$ cat src/rtl/vpp_pkg.sv
package vpp_pkg;

   // CPU-visible register offsets; the numbering is part of the host contract
   typedef enum logic [2:0] {
      REG_SPR_ADDR = 3'd3,
      REG_SPR_DATA = 3'd4,
      REG_VID_ADDR = 3'd6,
      REG_VID_DATA = 3'd7
   } reg_sel_e;

   typedef enum logic {
      ST_IDLE = 1'b0,
      ST_BUS  = 1'b1
   } bus_st_e;

   // folds a 32-entry palette index onto 28 stored bytes
   function automatic logic [4:0] pal_slot(input logic [4:0] idx);
      logic [4:0] j;
      j = {1'b0, idx[3:0]};
      if (!idx[4])
         return idx;
      else if (idx[1:0] == 2'b00)
         return j;
      else
         return 5'd15 + j - (j >> 2);
   endfunction

endpackage

$ cat src/rtl/vpp_oam_store.sv
module vpp_oam_store #(
   parameter int DATA_W    = 8,
   parameter int DEPTH     = 256,
   parameter bit ATTR_MASK = 1'b1,
   localparam int AW       = $clog2(DEPTH)
) (
   input  logic              clk,
   input  logic              rst_n,
   input  logic              addr_we,
   input  logic [AW-1:0]     addr_wdata,
   input  logic              data_we,
   input  logic [DATA_W-1:0] data_wdata,
   output logic [DATA_W-1:0] rdata
);

   logic [AW-1:0]     addr_q;
   logic [DATA_W-1:0] mem_q [DEPTH];

   always_ff @(posedge clk) begin
      if (!rst_n)
         addr_q <= '0;
      else if (addr_we)
         addr_q <= addr_wdata;
      else if (data_we)
         addr_q <= addr_q + 1'b1;
   end

   for (genvar g = 0; g < DEPTH; g++) begin : g_ent
      // attribute bytes lose their three unused middle bits
      localparam logic [DATA_W-1:0] KEEP =
         (ATTR_MASK && (g % 4 == 2)) ? ~DATA_W'(8'h1C) : '1;
      always_ff @(posedge clk) begin
         if (!rst_n)
            mem_q[g] <= '0;
         else if (data_we && addr_q == AW'(g))
            mem_q[g] <= data_wdata & KEEP;
      end
   end

   assign rdata = mem_q[addr_q];

endmodule

$ cat src/rtl/vpp_pal_store.sv
module vpp_pal_store #(
   parameter int DATA_W     = 8,
   parameter bit PAL_MIRROR = 1'b1,
   localparam int SLOTS     = PAL_MIRROR ? 28 : 32
) (
   input  logic              clk,
   input  logic              rst_n,
   input  logic [4:0]        idx,
   input  logic              we,
   input  logic [DATA_W-1:0] wdata,
   output logic [DATA_W-1:0] rdata
);
   import vpp_pkg::*;

   logic [4:0]        slot;
   logic [DATA_W-1:0] mem_q [SLOTS];

   if (PAL_MIRROR) begin : g_fold
      assign slot = pal_slot(idx);
   end else begin : g_flat
      assign slot = idx;
   end

   always_ff @(posedge clk) begin
      if (!rst_n) begin
         for (int i = 0; i < SLOTS; i++) mem_q[i] <= '0;
      end else if (we) begin
         mem_q[slot] <= wdata;
      end
   end

   assign rdata = mem_q[slot];

endmodule

$ cat src/rtl/vpp_dma_seq.sv
module vpp_dma_seq #(
   parameter int DATA_W = 8,
   parameter int LEN    = 256,
   localparam int CW    = $clog2(LEN)
) (
   input  logic              clk,
   input  logic              rst_n,
   input  logic              start,
   input  logic [DATA_W-1:0] data_in,
   output logic              busy,
   output logic [CW-1:0]     idx,
   output logic              wr_en,
   output logic [DATA_W-1:0] wr_data
);

   logic          busy_q;
   logic [CW-1:0] cnt_q;

   always_ff @(posedge clk) begin
      if (!rst_n) begin
         busy_q <= 1'b0;
         cnt_q  <= '0;
      end else if (busy_q) begin
         cnt_q <= cnt_q + 1'b1;
         if (cnt_q == CW'(LEN - 1)) busy_q <= 1'b0;
      end else if (start) begin
         busy_q <= 1'b1;
         cnt_q  <= '0;
      end
   end

   assign busy    = busy_q;
   assign idx     = cnt_q;
   assign wr_en   = busy_q;
   assign wr_data = data_in;

endmodule

$ cat src/rtl/vpp_regport.sv
module vpp_regport #(
   parameter int DATA_W     = 8,
   parameter int VADDR_W    = 14,
   parameter int OAM_DEPTH  = 256,
   parameter bit PAL_MIRROR = 1'b1,
   parameter bit ATTR_MASK  = 1'b1,
   localparam int OAM_AW    = $clog2(OAM_DEPTH)
) (
   input  logic               clk,
   input  logic               rst_n,
   input  logic               cpu_req,
   input  logic               cpu_we,
   input  logic [2:0]         cpu_reg,
   input  logic [DATA_W-1:0]  cpu_wdata,
   output logic               cpu_ready,
   output logic               cpu_rvalid,
   output logic [DATA_W-1:0]  cpu_rdata,
   input  logic               rendering_on,
   input  logic               dma_start,
   output logic               dma_req,
   output logic [OAM_AW-1:0]  dma_idx,
   input  logic [DATA_W-1:0]  dma_data,
   output logic               vbus_req,
   output logic               vbus_we,
   output logic [VADDR_W-1:0] vbus_addr,
   output logic [DATA_W-1:0]  vbus_wdata,
   input  logic [DATA_W-1:0]  vbus_rdata,
   input  logic               vbus_ack
);
   import vpp_pkg::*;

   localparam int HI_W = VADDR_W - 8;

   if (DATA_W != 8) begin : g_bad_data
      $error("vpp_regport: DATA_W must be 8");
   end
   if (VADDR_W < 9 || VADDR_W > 16) begin : g_bad_vaddr
      $error("vpp_regport: VADDR_W must lie in 9..16");
   end
   if (OAM_DEPTH != (1 << OAM_AW) || OAM_AW > DATA_W) begin : g_bad_oam
      $error("vpp_regport: OAM_DEPTH must be a power of two no wider than a data byte");
   end

   bus_st_e            st_q;
   logic [VADDR_W-1:0] vaddr_q;
   logic               toggle_q;
   logic [DATA_W-1:0]  rd_buf_q;
   logic [VADDR_W-1:0] bus_addr_q;
   logic               bus_we_q;
   logic [DATA_W-1:0]  bus_wdata_q;
   logic               rvalid_q;
   logic [DATA_W-1:0]  rdata_q;

   logic              dma_busy, dma_wr;
   logic [DATA_W-1:0] dma_wdata;
   logic [DATA_W-1:0] oam_rdata, pal_rdata;

   logic accept, pal_hit, sel_vdata, dma_go;
   logic oam_addr_we, oam_data_we;
   logic [DATA_W-1:0] oam_wdata;

   assign cpu_ready = (st_q == ST_IDLE) && !dma_busy;
   assign accept    = cpu_req && cpu_ready;
   assign sel_vdata = accept && (cpu_reg == REG_VID_DATA);
   assign pal_hit   = !rendering_on && (&vaddr_q[VADDR_W-1:8]);
   assign dma_go    = dma_start && cpu_ready && !accept;

   assign oam_addr_we = accept && cpu_we && (cpu_reg == REG_SPR_ADDR);
   assign oam_data_we = dma_wr || (accept && cpu_we && (cpu_reg == REG_SPR_DATA));
   assign oam_wdata   = dma_wr ? dma_wdata : cpu_wdata;

   vpp_oam_store #(
      .DATA_W(DATA_W), .DEPTH(OAM_DEPTH), .ATTR_MASK(ATTR_MASK)
   ) i_oam (
      .clk(clk), .rst_n(rst_n),
      .addr_we(oam_addr_we), .addr_wdata(cpu_wdata[OAM_AW-1:0]),
      .data_we(oam_data_we), .data_wdata(oam_wdata),
      .rdata(oam_rdata)
   );

   vpp_pal_store #(
      .DATA_W(DATA_W), .PAL_MIRROR(PAL_MIRROR)
   ) i_pal (
      .clk(clk), .rst_n(rst_n),
      .idx(vaddr_q[4:0]),
      .we(sel_vdata && cpu_we && pal_hit),
      .wdata(cpu_wdata),
      .rdata(pal_rdata)
   );

   vpp_dma_seq #(
      .DATA_W(DATA_W), .LEN(OAM_DEPTH)
   ) i_dma (
      .clk(clk), .rst_n(rst_n),
      .start(dma_go), .data_in(dma_data),
      .busy(dma_busy), .idx(dma_idx),
      .wr_en(dma_wr), .wr_data(dma_wdata)
   );

   // register access, video address and external bus sequencing
   always_ff @(posedge clk) begin
      if (!rst_n) begin
         st_q        <= ST_IDLE;
         vaddr_q     <= '0;
         toggle_q    <= 1'b0;
         rd_buf_q    <= '0;
         bus_addr_q  <= '0;
         bus_we_q    <= 1'b0;
         bus_wdata_q <= '0;
         rvalid_q    <= 1'b0;
         rdata_q     <= '0;
      end else begin
         rvalid_q <= accept && !cpu_we;
         if (accept && !cpu_we) begin
            if (cpu_reg == REG_SPR_DATA)
               rdata_q <= oam_rdata;
            else if (cpu_reg == REG_VID_DATA)
               rdata_q <= pal_hit ? pal_rdata : rd_buf_q;
            else
               rdata_q <= '0;
         end
         if (accept && cpu_we && cpu_reg == REG_VID_ADDR) begin
            toggle_q <= !toggle_q;
            if (!toggle_q)
               vaddr_q[VADDR_W-1:8] <= cpu_wdata[HI_W-1:0];
            else
               vaddr_q[7:0] <= cpu_wdata;
         end
         if (sel_vdata) begin
            vaddr_q <= vaddr_q + 1'b1;
            if (!pal_hit) begin
               st_q        <= ST_BUS;
               bus_addr_q  <= vaddr_q;
               bus_we_q    <= cpu_we;
               bus_wdata_q <= cpu_wdata;
            end
         end
         if (st_q == ST_BUS && vbus_ack) begin
            st_q <= ST_IDLE;
            if (!bus_we_q) rd_buf_q <= vbus_rdata;
         end
      end
   end

   assign cpu_rvalid = rvalid_q;
   assign cpu_rdata  = rdata_q;
   assign dma_req    = dma_busy;
   assign vbus_req   = (st_q == ST_BUS);
   assign vbus_we    = bus_we_q;
   assign vbus_addr  = bus_addr_q;
   assign vbus_wdata = bus_wdata_q;

endmodule

$ cat config.mk
export PLATFORM = sky130hd
export DESIGN_NAME = vpp_regport
export DESIGN_NICKNAME = d
export VERILOG_FILES = /design/src/rtl/vpp_pkg.sv /design/src/rtl/vpp_oam_store.sv /design/src/rtl/vpp_pal_store.sv /design/src/rtl/vpp_dma_seq.sv /design/src/rtl/vpp_regport.sv
export SDC_FILE = /design/constraint.sdc
export NUM_CORES = 2
export LEC_CHECK = 0
export BUFFER_PORTS_ARGS = -buffer_cell sky130_fd_sc_hd__buf_4
export CAP_MARGIN = 20
export CORE_MARGIN = 10
export CORE_UTILIZATION = 57
export CTS_CLUSTER_SIZE = 30
export DETAILED_ROUTE_END_ITERATION = 8
export HOLD_SLACK_MARGIN = 0.15
export PLACE_DENSITY = 0.69
export SKIP_LAST_GASP = 1
export SLEW_MARGIN = 20
export SYNTH_ARGS = -nofsm -noshare
export SYNTH_HDL_FRONTEND = slang
export SYNTH_SLANG_ARGS = --single-unit
$ cat constraint.sdc
create_clock -name clk -period 4.8 [get_ports clk]
set_clock_uncertainty 0.05 [all_clocks]
set_input_delay 0.72 -clock clk [delete_from_list [all_inputs] [get_ports clk]]
set_output_delay 0.72 -clock clk [all_outputs]
set_load 0.05 [all_outputs]
==> metrics <==
status=finished clean; cell area power density=387.1 nW/µm²; drt wl/cell=roughly 33 µm; Hold Crit Class=primary input to register; CTS root buffer=clkbuf_16; Sum Neg Setup Slack=0 ns; Post-DRT Antenna Nets=0; Core Area=roughly 170000 µm²; antenna violations before repair=26; worst slew pin tran=~1.3 ns; Final WS setup=between 0.3 and 0.4 ns; Slowest cell on crit path=and2_2; Mapped Area=96730 µm²; vias per cell=between 6 and 7; share of the synthesized area in the top cell type=0.6557; CP most frequent cell=buf_4; Final Util=0.6463; die width=around 430 µm; clk slew on worst S/H paths=about 0.06 ns; dpl hpwl=~220000 µm; Post-Syn Area per Cell=about 13 µm²; Seq cells post-synth=about 2200; crit-path cells=buf_4, and2_2, buf_4, a21oi_1, a2111oi_2, a211oi_1, o41ai_1; Vias=between 60000 and 70000; Crit Path Category=register to register; row count=~150; DRC=0; Primary FF master, synth=edfxtp_1; post-synthesis mux area share=0.1138; hold path depth=4; Static Leak=38.41 nW; # hold bufs at CTS=10; fraction of layout cells with a size suffix above 1=0.1807; Worst Setup Start Kind=register; CTS Buffer Depth=3; critical path data required time=5.50 ns; Synth top cells by count=edfxtp_1, nor2_1, nand2_1; vias in the first global route=roughly 64000; CTS tree=done; CP arrival=slightly above 5 ns; Slew headroom=0.1555; Synth Instances=7222; Post-CTS Setup Bufs=0; io pins=77; first-pass GRT wire length=465400 µm; initial core utilization=0.5720; period utilization=0.9346; Max VDD drop=between 0.4 and 0.5 mV; Syn. warnings=0; CTS Buf Count=217; First DRT Iteration DRCs=about 12000; Seq/Total Area, Yosys=0.6724; Worst Setup End Kind=register; Post-Synth Simple-Gate Area=0.1258; Post-Syn Nets=between 7000 and 8000; Clock Sinks=between 2000 and 2500; CTS resizes=0; clock latency on the worst-skew pair=roughly 0.88 ns; Routed WL=around 330000 µm; fin. max-slew vios=0; Max H-tree Level=4; total gr overflow=0; P&R area growth vs syn=12.98%; number of synthesized flops with an enable pin=about 2100; pin count of the biggest net entering global routing=about 150; setup repair after global routing missed its margin=no; leading area contributor after synthesis=edfxtp_1; Placer Congestion=0.9510; post-layout minimum cycle time=4.486 ns; largest stage delay on the critical path=between 1 and 1.5 ns; port bufs=76; Final nets=around 7500; asr flop ratio synth=0; dpl ws=0.4215 ns; adder-cell share of the synthesized area=0.001371; Fmax=about 220 MHz; Die Area=186600 µm²; xor/xnor cell area share of the yosys netlist=0.0003622; Vert. Die Dim=about 430 µm; largest cells by area after synthesis=edfxtp_1, mux4_2, nor2_1; # Max-Cap Violations=0; reg2reg path depth=7; Distinct cells, synth=86; count leader, synth=edfxtp_1; gr usage total=0.3458; Pwr Total=between 40 and 50 mW; First-pass DRT Iterations=6; largest family of logic cells by synthesized area=simple AND/OR/NAND/NOR gates; setup violators final=0; Synth Area in Compound Gates=0.05811; Hold Violations, Final=0; Crit Path Max Fanout=25
[kinds of logic (layout without fill, tap and decap cells)]
logic type                 count (synthesis)  after routing
other                                      0             30
AOI/OAI and AO/OA                        923            923
DFF                                     2193           2193
and+or+nand+nor                         2939           2939
adders and majority gates                 10             10
xor gates and xnor gates                   4              4
muxes                                    567            567
buffers and inverters                    586           1000
[per-stage QoR]
step,cell area [µm²],hold slack (ns),cells
6_report,109300,0.2711,9884
2_1_floorplan,96730,0.3900,7222
5_1_grt,109200,0.2801,9854
3_5_place_dp,101900,0.4001,9441
4_1_cts,109200,0.2281,9854
3_3_place_gp,101900,0.3927,9439
[power breakdown]
part	switching, mW	internal, mW	total, mW
clock network	7.57	9.71	17.3
registers	0.263	21.5	21.8
logic	2.20	1.03	3.23
[cell usage in the layout, fill, tap and decap left out, types with 21 or more instances in the layout]
master,n
o22ai_1,153
diode_2,30
a221oi_1,23
clkbuf_16,218
nand3_1,87
a21oi_1,116
nor2_1,1982
clkinv_1,46
buf_4,529
nor2b_1,21
nand4_1,25
mux4_2,398
edfxtp_1,2112
clkinv_2,48
nor3_1,43
mux2i_1,117
a22oi_1,83
a211oi_1,34
bufinv_16,24
mux2_2,22
o21ai_0,382
clkbuf_1,44
buf_12,39
and2_1,229
dfxtp_1,74
nand2_1,438
a22o_1,21
[final timing paths]
path,start,end,slack [ns]
hold reg to reg,vbus_wdata[4]$_SDFFE_PN0P_,vbus_wdata[4]$_SDFFE_PN0P_,0.41
setup reg to reg,register,cpu_rdata[5]$_SDFFE_PN0P_,0.31
setup / recovery,register,cpu_rdata[5]$_SDFFE_PN0P_,0.31
hold / removal,cpu_reg[0],toggle_q$_SDFFE_PN0P_,0.27
[routing by layer]
layer  vias to the layer above  wire, µm  global-route usage  part of all wire
li1                      27250         -                   -                 -
met4                        24     21930              0.1942             0.067
met2                      5976    142900              0.5036              0.44
met1                     33490    110100              0.4575              0.34
met3                      1117     52070              0.1157              0.16
met5                         -       359            0.004609            0.0011
[final cells by class]
type                            count  area [µm²]
Sequential cell                  2193       65060
Fill cell                       12140       59810
Multi-Input combinational cell   4443       29250
Clock buffer                      265        5662
Timing Repair Buffer              581        4910
Tap cell                         2218        2775
Clock inverter                    138        1486
Antenna cell                       30       75.07
Inverter                           16       61.31
[flip-flops by register name, summed over array words and instances, names as in the netlist, 8 cells and up, named ones only]
signal,flops
cpu_rdata,8
i_dma.idx,8
i_pal.mem_q,256
rd_buf_q,8
vbus_wdata,8
i_oam.mem_q,1856
vaddr_q,14
vbus_addr,14
i_oam.addr_q,8
[critical path: cells and delay by family (launching register included)]
kind,cells,cell delay (ns)
flops,1,0.66
buf+inv,2,0.77
compound gates,4,1.81
simple gates,1,1.05
No activity file was read; power rests on OpenSTA's default activity.
